File: config.mk
export PLATFORM = sky130hd
export DESIGN_NAME = wdog_freq_guard
export DESIGN_NICKNAME = d
export VERILOG_FILES = /design/src/rtl/wdog_freq_guard.sv
export SDC_FILE = /design/constraint.sdc
export NUM_CORES = 1
export LEC_CHECK = 0
export BUFFER_PORTS_ARGS = -buffer_cell sky130_fd_sc_hd__buf_2
export CAP_MARGIN = 10
export CORE_MARGIN = 2
export CORE_UTILIZATION = 54
export CTS_BUF_LIST = sky130_fd_sc_hd__clkbuf_2 sky130_fd_sc_hd__clkbuf_4 sky130_fd_sc_hd__clkbuf_8
export DETAILED_ROUTE_END_ITERATION = 8
export HOLD_SLACK_MARGIN = 0.15
export MAX_ROUTING_LAYER = met4
export PLACE_DENSITY = 0.75
export SETUP_SLACK_MARGIN = 0.05
export SYNTH_ARGS = -nofsm -noshare
export SYNTH_HDL_FRONTEND = slang
export SYNTH_SLANG_ARGS = --single-unit
export TNS_END_PERCENT = 20
File: constraint.sdc
create_clock -name clk -period 3.2 [get_ports clk]
set_clock_uncertainty 0.2 [all_clocks]
set_input_delay 0.32 -clock clk [delete_from_list [all_inputs] [get_ports clk]]
set_output_delay 0.32 -clock clk [all_outputs]
set_load 0.05 [all_outputs]
File: src/rtl/wdog_freq_guard.sv
module wdog_freq_guard #(
  parameter int N_W = 8,
  parameter int M_W = 7,
  parameter int SEL_W = 5,
  parameter int TO_W = 8,
  parameter int PULSE_TICKS = 16,
  parameter int AW = 3,
  localparam int DW0 = (N_W > M_W) ? N_W : M_W,
  localparam int DW1 = (DW0 > TO_W) ? DW0 : TO_W,
  localparam int DW2 = (DW1 > SEL_W + 1) ? DW1 : SEL_W + 1,
  localparam int DW = (DW2 > 3) ? DW2 : 3
) (
  input  logic             clk,
  input  logic             rst_n,
  input  logic             tick_i,
  input  logic [SEL_W-1:0] pin_code_i,
  input  logic             wr_en_i,
  input  logic [AW-1:0]    wr_addr_i,
  input  logic [DW-1:0]    wr_data_i,
  output logic [N_W-1:0]   act_n_o,
  output logic [M_W-1:0]   act_m_o,
  output logic [SEL_W-1:0] act_sel_o,
  output logic             act_nm_o,
  output logic             sys_rst_n_o,
  output logic             wd_fired_o
);
  localparam int PW = $clog2(PULSE_TICKS + 1);
  localparam logic [AW-1:0] A_CTRL = AW'(0);
  localparam logic [AW-1:0] A_TMO  = AW'(1);
  localparam logic [AW-1:0] A_RN   = AW'(2);
  localparam logic [AW-1:0] A_RM   = AW'(3);
  localparam logic [AW-1:0] A_SN   = AW'(4);
  localparam logic [AW-1:0] A_SM   = AW'(5);
  localparam logic [AW-1:0] A_MODE = AW'(6);

  logic             captured_q, armed_q, src_nm_q, chg_rst_q, fired_q, sw_nm_q;
  logic [SEL_W-1:0] pin_q, sw_sel_q;
  logic [TO_W-1:0]  tmo_q, cnt_q;
  logic [N_W-1:0]   rec_n_q, sw_n_q;
  logic [M_W-1:0]   rec_m_q, sw_m_q;
  logic [PW-1:0]    pulse_q;

  wire wr_ctrl  = wr_en_i && (wr_addr_i == A_CTRL);
  wire wr_sn    = wr_en_i && !fired_q && (wr_addr_i == A_SN);
  wire wr_sm    = wr_en_i && !fired_q && (wr_addr_i == A_SM);
  wire wr_mode  = wr_en_i && !fired_q && (wr_addr_i == A_MODE);
  wire wr_rn    = wr_en_i && !fired_q && (wr_addr_i == A_RN);
  wire wr_rm    = wr_en_i && !fired_q && (wr_addr_i == A_RM);
  wire counting = armed_q && !fired_q && tick_i && !wr_ctrl;
  wire expire   = counting && (cnt_q <= TO_W'(1));
  wire freq_chg = (wr_sn || wr_sm || wr_mode) && chg_rst_q;

  always_ff @(posedge clk or negedge rst_n) begin
    if (!rst_n) begin
      captured_q <= 1'b0;
      pin_q      <= '0;
      sw_sel_q   <= '0;
    end else begin
      if (!captured_q) begin
        captured_q <= 1'b1;
        pin_q      <= pin_code_i;
        sw_sel_q   <= pin_code_i;
      end else if (wr_mode) begin
        sw_sel_q   <= wr_data_i[SEL_W:1];
      end
    end
  end

  always_ff @(posedge clk or negedge rst_n) begin
    if (!rst_n) begin
      armed_q   <= 1'b0;
      src_nm_q  <= 1'b0;
      chg_rst_q <= 1'b0;
      fired_q   <= 1'b0;
      cnt_q     <= '0;
    end else begin
      if (wr_ctrl) begin
        armed_q   <= wr_data_i[0];
        chg_rst_q <= wr_data_i[2];
        if (!fired_q) src_nm_q <= wr_data_i[1];
        if (wr_data_i[0]) cnt_q <= tmo_q;
        else fired_q <= 1'b0;
      end else begin
        if (expire) fired_q <= 1'b1;
        if (counting && cnt_q != '0) cnt_q <= cnt_q - TO_W'(1);
      end
    end
  end

  always_ff @(posedge clk or negedge rst_n) begin
    if (!rst_n) begin
      tmo_q   <= '0;
      rec_n_q <= '0;
      rec_m_q <= '0;
      sw_n_q  <= '0;
      sw_m_q  <= '0;
      sw_nm_q <= 1'b0;
    end else begin
      if (wr_en_i && wr_addr_i == A_TMO) tmo_q <= wr_data_i[TO_W-1:0];
      if (wr_rn)   rec_n_q <= wr_data_i[N_W-1:0];
      if (wr_rm)   rec_m_q <= wr_data_i[M_W-1:0];
      if (wr_sn)   sw_n_q  <= wr_data_i[N_W-1:0];
      if (wr_sm)   sw_m_q  <= wr_data_i[M_W-1:0];
      if (wr_mode) sw_nm_q <= wr_data_i[0];
    end
  end

  always_ff @(posedge clk or negedge rst_n) begin
    if (!rst_n) pulse_q <= '0;
    else if (expire || freq_chg) pulse_q <= PW'(PULSE_TICKS);
    else if (tick_i && pulse_q != '0) pulse_q <= pulse_q - PW'(1);
  end

  wire use_rec_nm = fired_q && src_nm_q;

  assign act_n_o     = use_rec_nm ? rec_n_q : sw_n_q;
  assign act_m_o     = use_rec_nm ? rec_m_q : sw_m_q;
  assign act_sel_o   = fired_q ? pin_q : sw_sel_q;
  assign act_nm_o    = fired_q ? src_nm_q : sw_nm_q;
  assign sys_rst_n_o = (pulse_q == '0);
  assign wd_fired_o  = fired_q;
endmodule

==> flow_summary_export.csv, run 1 <==
group,metric,value,unit
sta,slew_headroom,0.488,
clock_tree,cts_buffer_depth,2,
clock_tree,cts_tree,"built",
grt,first_global_vias,2238,
clock_tree,h-tree-depth,3,
die,die_w,81.1,um
power_and_ir_drop,powerDensity,703,nW/um2
sta,layout_setup_ws,0.744,ns
final_layout,area_delta_synth_final,20.9,%
final_layout,layout-drive-gt1-share,0.402,
yosys,syn_area_per_cell,12.2,um2
critical_path,worstPathMaxFanout,16,
power_and_ir_drop,pwr-share-comb,0.304,
critical_path,cp-end-kind,"output port",
critical_path,timing.critical_path.buf_inv,1,
routing,wirelength,6.87,mm
final_layout,n_fill_cell,462,
yosys,yosys_warnings,0,
yosys,yosysUniqueCellTypes,41,
clock_tree,clk_latency,0.34,ns
die,ios,43,
power_and_ir_drop,swShare,0.343,
sta,fmax,407,MHz
final_layout,n_antenna_cell,0,
grt,grt_overflow,0,
power_and_ir_drop,power_leakage,0.00173,uW
yosys,synth_seq_cells,67,
routing,drt_iter0_markers,174,
critical_path,crit_arrival,1.94,ns
sta,drv_slew,0,
routing,route.detailed.drc,0,
flow_run,maxCapViolations,0,
die,coreArea,5820,um2
critical_path,crit_type,"reg2out",
sta,grt_setup_unrepaired,"false",
sta,worstMarginPinSlew,0.766,ns
yosys,synth.yosys.seq_area_share,0.522,
placed_design,globalplace.congestion,0.869,
final_layout,fin_cells,408,
routing,wl_per_cell,16.8,um
sta,tns,0,ns
sta,setup_violations,0,
yosys,synth.area.top_cells,"dfrtp_1, mux2_2, nand2_1, nor2_1, a21oi_1",
clock_tree,clkSinkCount,67,
hold_path,min_path_type,"in2reg",
routing,vias_per_cell,5.62,
yosys,yosys.area.top_type,"dfrtp_1",
critical_path,cp_top_family,"simple AND/OR/NAND/NOR gates",
die,dieHeight,81.1,um
power_and_ir_drop,share_seq_of_total_power,0.432,
sta,period_needed,2.46,ns
routing,vias,2294,
clock_tree,cts_setup_buffers,0,
die,dieArea,6580,um2
critical_path,slowest_delay,0.54,ns
grt,grt_max_degree,31,
placed_design,dp_cells,377,
sta,fin_crit_sh,0.768,
yosys,synth_area,3210,um2
critical_path,slowest_stage,"nand2_1",
power_and_ir_drop,power.switching,936,uW
power_and_ir_drop,ir_worst_vdd,0.534,mV
yosys,synth_edf_count,0,
routing,postRouteAntennaNets,0,
yosys,synth_flop_cell,"dfrtp_1",
final_layout,nets,352,
clock_tree,ctsRootBufferMaster,"clkbuf_8",
critical_path,cp.required,2.68,ns
clock_tree,clk_transition_reported_paths,0.07,ns
grt,grt_pass1_wl,11.1,mm
grt,grt_antenna_before_repair,0,
die,std_cell_rows,28,
die,start_util,0.552,
power_and_ir_drop,intPower,1790,uW
yosys,synth_top_area_frac,0.522,
power_and_ir_drop,clkPwrFrac,0.264,
placed_design,place_hpwl,4.76,mm
yosys,syn_nets,287,
grt,grt_usage,0.240,
sta,hold_viol_final,0,
clock_tree,cts_made_buffers,9,
outcome,status,"complete, no violations",
placed_design,portBuffers,42,
critical_path,start_kind,"flip-flop",
yosys,ys_async_sr_fraction,1.00,
critical_path,worstPathCellList,"nand2_1 > mux2_2 > buf_2",
placed_design,dp_slack,0.784,ns
yosys,netlist_instances,263,
routing,drt_pass1_iterations,5,
-- state kept, by name (all words and copies together), names as in the netlist --
register / flops
pin_q: 5
rec_m_q: 7
rec_n_q: 8
sw_n_q: 8
chg_rst_q: 1
sw_nm_q: 1
src_nm_q: 1
sw_sel_q: 5
wd_fired_o: 1
sw_m_q: 7
tmo_q: 8
cnt_q: 8
captured_q: 1
pulse_q: 5
armed_q: 1
-- what timing repair did --
item                                   4_1_cts  5_1_grt
resized for setup                            0        0
endpoints found under the hold margin       64        0
hold buffers                                15        0
-- layer usage --
layer  GRT usage  vias to the layer above  part of all wire
met1       0.322                     1145              0.47
met2       0.360                       51              0.48
met4      0.0780                        0             0.013
li1            -                     1089                 -
met5           -                        -                 0
met3      0.0600                        9             0.041
-- power groups by stage --
stage               Clock (uW)  Sequential, uW  Combinational (uW)
detailed placement           0            1190                 821
finish                     720            1180                 831
CTS                        729            1180                 840
floorplan                    0            1150                 634
global route               762            1200                 897
global placement             0            1170                 800
-- tightest hold or removal path, delay by kind of cell --
kind                   cells  cell delay, ns
and+or+nand+nor            2            0.15
muxes                      1            0.14
buffers and inverters      1            0.14
-- cell families after synthesis --
logic type	synth area share
xor gates and xnor gates	0.00546
buffers and inverters	0.0152
and+or+nand+nor	0.122
adders and majority gates	0.0156
DFF	0.522
other	0.00117
muxes	0.245
AOI/OAI and AO/OA	0.0729
-- cell usage in the layout, fill, tap and decap left out, types with 3 or more instances in the layout --
cell and instances:
a21oi_1 11, buf_2 42, buf_4 4, clkbuf_4 4, clkbuf_8 10, dfrtp_1 67, dlygate4sd3_1 15, ha_1 4
inv_1 5, mux2_2 64, mux2i_1 5, nand2_1 22, nand3_1 4, nor2_1 21, nor3_1 4, o211ai_1 4
o21ai_0 3, o221ai_1 4, o31ai_1 3
-- final timing paths --
check                      slack [ns]  cells after the start          end         start
setup / recovery                 0.74                      3   act_m_o[6]    wd_fired_o
hold / removal                   0.23                      4     src_nm_q  wr_addr_i[1]
setup reg to reg                 1.02                      6     cnt_q[6]      cnt_q[0]
hold reg to reg                  0.30                      2    chg_rst_q     chg_rst_q
max in group asynchronous        1.79                      3  sw_sel_q[1]         rst_n
min in group asynchronous        0.26                      2  sw_sel_q[0]         rst_n
-- area by class of cell --
cell class / instances / area, um2 / area share
well taps: 75 / 93.8 / 0.0242
repair buffers: 61 / 390 / 0.101
flip-flops and latches: 67 / 1680 / 0.432
clock buffers: 14 / 168 / 0.0432
multi-input cells: 184 / 1500 / 0.386
inverters: 5 / 18.8 / 0.00484
clock inverters: 2 / 35.0 / 0.00903
-- cell usage after synthesis (3+ instances only) --
library cell	instances
clkbuf_1	4
a21oi_1	11
nor3_1	4
mux2i_1	5
nand2_1	22
o221ai_1	4
inv_1	5
nand3_1	4
nor2_1	21
dfrtp_1	67
mux2_2	64
o21ai_0	3
o211ai_1	4
o31ai_1	3
buf_2	3
ha_1	4
-- through the flow --
stage	total power [uW]	hold slack, ns	cell area (um2)	utilization
finish	2730	0.234	3880	0.667
global route	2860	0.255	3880	0.667
CTS	2740	0.217	3880	0.667
detailed placement	2010	0.0905	3530	0.606
global placement	1970	0.0865	3530	0.606
floorplan	1780	-0.176	3220	-
No activity file was read; power rests on OpenSTA's default activity.
==> run 2: changes to the inputs <==
- ABC_AREA: default -> 1
- clock period: 3.2 -> 2.55 ns (I/O delays scaled with it)
==> flow_summary_export.csv, run 2 <==
group,metric,value,unit
routing,drt_pass1_iterations,4,
critical_path,slowest_stage,"nand2_1",
hold_path,min_path_type,"in2async",
grt,grt_usage,0.247,
final_layout,final_common_cell,"nand2_1",
power_and_ir_drop,powerDensity,1230,nW/um2
grt,first_global_vias,2588,
grt,grt_max_degree,35,
yosys,ys_async_sr_fraction,1.00,
critical_path,r2r_cells,6,
sta,slew_headroom,0.533,
clock_tree,cts_resized,0,
critical_path,slowest_delay,0.53,ns
routing,vias_per_cell,5.24,
die,start_util,0.552,
grt,grt_pass1_wl,12.0,mm
critical_path,cp.required,2.10,ns
die,ios,43,
yosys,synth_area,3230,um2
sta,fin_crit_sh,0.929,
final_layout,nets,459,
clock_tree,ctsRootBufferMaster,"clkbuf_8",
sta,layout_setup_ws,0.181,ns
critical_path,cp-endpoint,"act_n_o[7]",
clock_tree,cts_made_buffers,9,
routing,wl_per_cell,13.9,um
yosys,synth_flop_cell,"dfrtp_1",
yosys,netlist_instances,374,
routing,route.detailed.drc,0,
final_layout,finalInstanceArea,3870,um2
sta,worstMarginPinSlew,0.699,ns
yosys,synth.area.top_cells,"dfrtp_1, nand2_1, o21ai_0, mux2_2, inv_1",
power_and_ir_drop,ir_worst_vdd,0.870,mV
clock_tree,cts_hold_buf,17,
critical_path,r2r-start,"wd_fired_o",
die,dieArea,6620,um2
sta,period_needed,2.37,ns
power_and_ir_drop,power_leakage,0.00199,uW
final_layout,final_core_util,0.662,
final_layout,area_delta_synth_final,19.8,%
outcome,status,"complete, no violations",
placed_design,place_hpwl,4.89,mm
placed_design,portBuffers,42,
routing,wirelength,7.14,mm
yosys,yosysMostFrequentCell,"nand2_1",
flow_run,maxCapViolations,0,
grt,grt_overflow,0,
final_layout,layout_common_cells,"nand2_1, dfrtp_1, o21ai_0, buf_2, inv_1",
critical_path,startpoint,"wd_fired_o",
critical_path,crit_arrival,1.91,ns
critical_path,start_kind,"flip-flop",
final_layout,layout-drive-gt1-share,0.218,
sta,setup_violations,0,
sta,tns,0,ns
sta,fmax,422,MHz
yosys,synth_seq_cells,67,
placed_design,placed_cell_area,3490,um2
sta,grt_setup_unrepaired,"false",
yosys,synth_top_area_frac,0.519,
clock_tree,cts_buffer_depth,2,
clock_tree,clk_latency,0.34,ns
routing,postRouteAntennaNets,0,
placed_design,globalplace.congestion,0.879,
yosys,synth_top_cells_by_count,"nand2_1, dfrtp_1, o21ai_0",
die,std_cell_rows,28,
critical_path,crit_type,"reg2out",
sta,hold_viol_final,0,
clock_tree,cts_setup_buffers,0,
clock_tree,clk_transition_reported_paths,0.07,ns
critical_path,worstPathCellList,"nand2_1 > mux2_2 > buf_2",
yosys,syn_nets,398,
yosys,synth_edf_count,0,
critical_path,worstPathMaxFanout,16,
yosys,yosysUniqueCellTypes,29,
placed_design,dp_slack,0.525,ns
die,coreArea,5850,um2
clock_tree,cts_tree,"built",
yosys,syn_area_per_cell,8.64,um2
routing,drt_iter0_markers,203,
yosys,synth.yosys.seq_area_share,0.519,
routing,vias,2701,
final_layout,n_antenna_cell,0,
die,die_w,81.4,um
yosys,yosys.area.top_type,"dfrtp_1",
critical_path,r2r-end,"sw_sel_q[4]",
critical_path,r2r_slack,0.40,ns
critical_path,cp-end-kind,"output port",
die,dieHeight,81.4,um
sta,drv_slew,0,
clock_tree,clkSinkCount,67,
clock_tree,h-tree-depth,3,
yosys,yosys_warnings,0,
grt,grt_antenna_before_repair,0,
-- run 2: cell types whose count changed in the layout (fill, tap and decap cells not counted), sizes merged, moves of 4 or more --
| cell | delta |
|---|---|
| nand2 | +97 |
| o21ai | +58 |
| mux2 | -50 |
| inv | +33 |
| nand3 | +14 |
| a21oi | -8 |
| mux2i | -5 |
| nor3 | -5 |
| o221ai | -4 |
-- run 2: final cells by class --
cell class              instances  area (um2)
fillers                       489        1980
multi-input cells             258        1340
flip-flops and latches         67        1680
inverters                      38         143
repair buffers                 61         408
clock buffers                  12         165
clock inverters                 4        47.5
well taps                      75        93.8
-- run 2: how the worst min path moves through the flow --
stage | from | to | slack (ns) | depth (start not counted)
final | rst_n | cnt_q[7] | 0.15 | 2
after global routing | rst_n | pulse_q[3] | 0.17 | 2
after CTS | rst_n | pulse_q[2] | 0.16 | 2
after detailed placement | rst_n | pulse_q[2] | -0.01 | 1
after global placement | rst_n | pulse_q[2] | -0.02 | 1
after floorplan | rst_n | armed_q | -0.24 | 0
-- run 2: worst max-delay path, delay by kind of cell, from the launching register on --
| kind | cells | cell delay [ns] |
|---|---|---|
| simple gates | 1 | 0.53 |
| flops | 1 | 0.41 |
| mux | 1 | 0.41 |
| buf+inv | 1 | 0.21 |
-- run 2: per-layer routing --
metal / vias to the layer above / global-route usage / part of all wire
met4: 0 / 0.0797 / 0.021
met3: 14 / 0.0644 / 0.046
li1: 1332 / - / -
met2: 53 / 0.390 / 0.48
met1: 1302 / 0.311 / 0.46
met5: - / - / 0
-- run 2: cells by family (layout without fill, tap and decap cells) --
| kind of cell | Yosys count | in the layout | synth area share |
|---|---|---|---|
| flops | 67 | 67 | 0.519 |
| buf+inv | 49 | 115 | 0.0674 |
| mux | 15 | 15 | 0.0523 |
| other cells | 1 | 1 | 0.00116 |
| compound gates | 73 | 73 | 0.123 |
| simple gates | 165 | 165 | 0.221 |
| fa+ha+maj | 4 | 4 | 0.0155 |
-- run 2: where the power goes --
group          leakage [uW]  total, uW  switching, uW  internal [uW]
combinational       0.00105       2170           1510            665
sequential         0.000837       1670            238           1430
clock              0.000108        933            404            528
-- run 2: through the flow --
stage	power, uW	instances	hold WS (ns)
after floorplan	3370	374	-0.241
after global placement	3770	482	-0.0159
after detailed placement	3830	482	-0.0150
after CTS	4800	515	0.156
after global routing	5090	515	0.174
final	4770	515	0.151
==> run 3: changes to the inputs <==
- CORE_UTILIZATION: 54 -> 40
- PLACE_DENSITY: 0.75 -> default
- clock period: 2.55 -> 2.1 ns (I/O delays scaled with it)
==> flow_summary_export.csv, run 3 (synthesis results as in run 2) <==
group,metric,value,unit
critical_path,crit_type,"reg2out",
routing,wl_per_cell,13.5,um
sta,setup_violations,0,
final_layout,finalInstanceArea,4100,um2
power_and_ir_drop,powerDensity,1560,nW/um2
final_layout,nets,466,
hold_path,min_path_type,"in2async",
critical_path,slowest_stage,"dfrtp_2",
power_and_ir_drop,intPower,3730,uW
routing,drt_pass1_iterations,4,
placed_design,portBuffers,42,
die,std_cell_rows,32,
power_and_ir_drop,power_leakage,0.00208,uW
placed_design,globalplace.congestion,0.896,
final_layout,layout-drive-gt1-share,0.228,
final_layout,fin_cells,549,
final_layout,final_common_cell,"nand2_1",
die,dieHeight,93.9,um
routing,postRouteAntennaNets,0,
routing,wirelength,7.43,mm
routing,vias_per_cell,4.89,
die,dieArea,8810,um2
critical_path,cp-end-kind,"output port",
critical_path,timing.critical_path.buf_inv,2,
final_layout,area_delta_synth_final,26.9,%
sta,grt_setup_unrepaired,"true",
die,ios,43,
power_and_ir_drop,total_power,6420,uW
power_and_ir_drop,swShare,0.418,
flow_run,maxCapViolations,0,
clock_tree,h-tree-depth,3,
grt,grt_antenna_before_repair,0,
critical_path,startpoint,"wd_fired_o",
clock_tree,cts_tree,"built",
clock_tree,clkSinkCount,67,
clock_tree,cts_made_buffers,9,
sta,fmax,500,MHz
die,coreArea,7770,um2
power_and_ir_drop,share_seq_of_total_power,0.317,
critical_path,cp_top_family,"flip-flops",
placed_design,dp_cells,509,
clock_tree,clk_transition_reported_paths,0.08,ns
critical_path,start_kind,"flip-flop",
critical_path,r2r_slack,0.30,ns
sta,drv_slew,0,
routing,drt_iter0_markers,177,
critical_path,worstPathMaxFanout,8,
power_and_ir_drop,ir_worst_vdd,1.08,mV
power_and_ir_drop,pwr-share-comb,0.441,
die,start_util,0.416,
power_and_ir_drop,clkPwrFrac,0.242,
sta,fin_crit_sh,0.952,
routing,route.detailed.drc,0,
sta,hold_viol_final,0,
grt,grt_usage,0.185,
grt,grt_overflow,0,
clock_tree,clk_latency,0.34,ns
grt,first_global_vias,2525,
clock_tree,ctsRootBufferMaster,"clkbuf_8",
critical_path,cp.required,1.69,ns
sta,tns,0,ns
critical_path,slowest_delay,0.46,ns
final_layout,layout_common_cells,"nand2_1, dfrtp_1, o21ai_0, inv_1, buf_2",
critical_path,crit_arrival,1.59,ns
critical_path,r2r-start,"wd_fired_o",
outcome,status,"complete, no violations",
critical_path,worstPathCellList,"nand2_4 > clkbuf_16 > mux2_2 > buf_4",
sta,period_needed,2.00,ns
final_layout,n_antenna_cell,0,
clock_tree,cts_buffer_depth,2,
routing,vias,2686,
grt,grt_max_degree,68,
power_and_ir_drop,power.switching,2680,uW
placed_design,place_hpwl,4.74,mm
grt,grt_pass1_wl,12.4,mm
placed_design,placed_cell_area,3520,um2
die,die_w,93.9,um
## run 3: area by class of cell
type | count | area, um2
inverter | 38 | 143
sequential | 67 | 1680
multi-input combinational | 258 | 1350
fill | 739 | 3660
clock inverter | 7 | 164
tap | 102 | 128
timing repair buffer | 68 | 522
clock buffer | 9 | 124
## run 3: worst reg2reg max path: cells and delay by family (launching register included)
family,cells,cell delay (ns)
AO/OA/AOI/OAI,1,0.29
AND/OR/NAND/NOR,2,0.42
buffers and inverters,2,0.34
flip-flops,1,0.46
## run 3: what timing repair did
action,in CTS,in global routing
hold buffers,20,0
pin swaps,0,1
buffers inserted,0,3
gates resized for setup,7,13
endpoints found under the setup margin,15,16
gates cloned,0,1
endpoints found under the hold margin,124,0
## run 3: power groups by stage
stage / combinational, uW / clock [uW] / sequential, uW
after floorplan: 2110 / 0 / 1990
after global placement: 2610 / 0 / 2020
after detailed placement: 2630 / 0 / 2040
after CTS: 2720 / 1570 / 2020
after global routing: 3100 / 1640 / 2090
final: 2830 / 1550 / 2030
## run 3: metrics by stage
step	hold WS (ns)	utilization	worst slack, ns
floorplan	-0.286	-	-0.199
global placement	0.0624	0.453	0.327
detailed placement	0.0601	0.453	0.288
CTS	0.236	0.519	0.0366
global route	0.248	0.528	0.0426
finish	0.212	0.528	0.100
## run 3: metal layers
metal	vias up	GRT usage	routed length, um
met5	-	-	0
met4	0	0.0592	141
met3	12	0.0441	281
met2	52	0.268	3370
met1	1276	0.259	3640
li1	1346	-	-
## run 3: worst paths after layout
| check | endpoint | cells past startpoint |
|---|---|---|
| min | pin_q[1] | 3 |
| max in group asynchronous | rec_n_q[4] | 3 |
| min reg2reg | pulse_q[4] | 2 |
| max | act_m_o[0] | 4 |
| max reg2reg | sw_n_q[7] | 5 |
| min in group clk | pulse_q[4] | 2 |
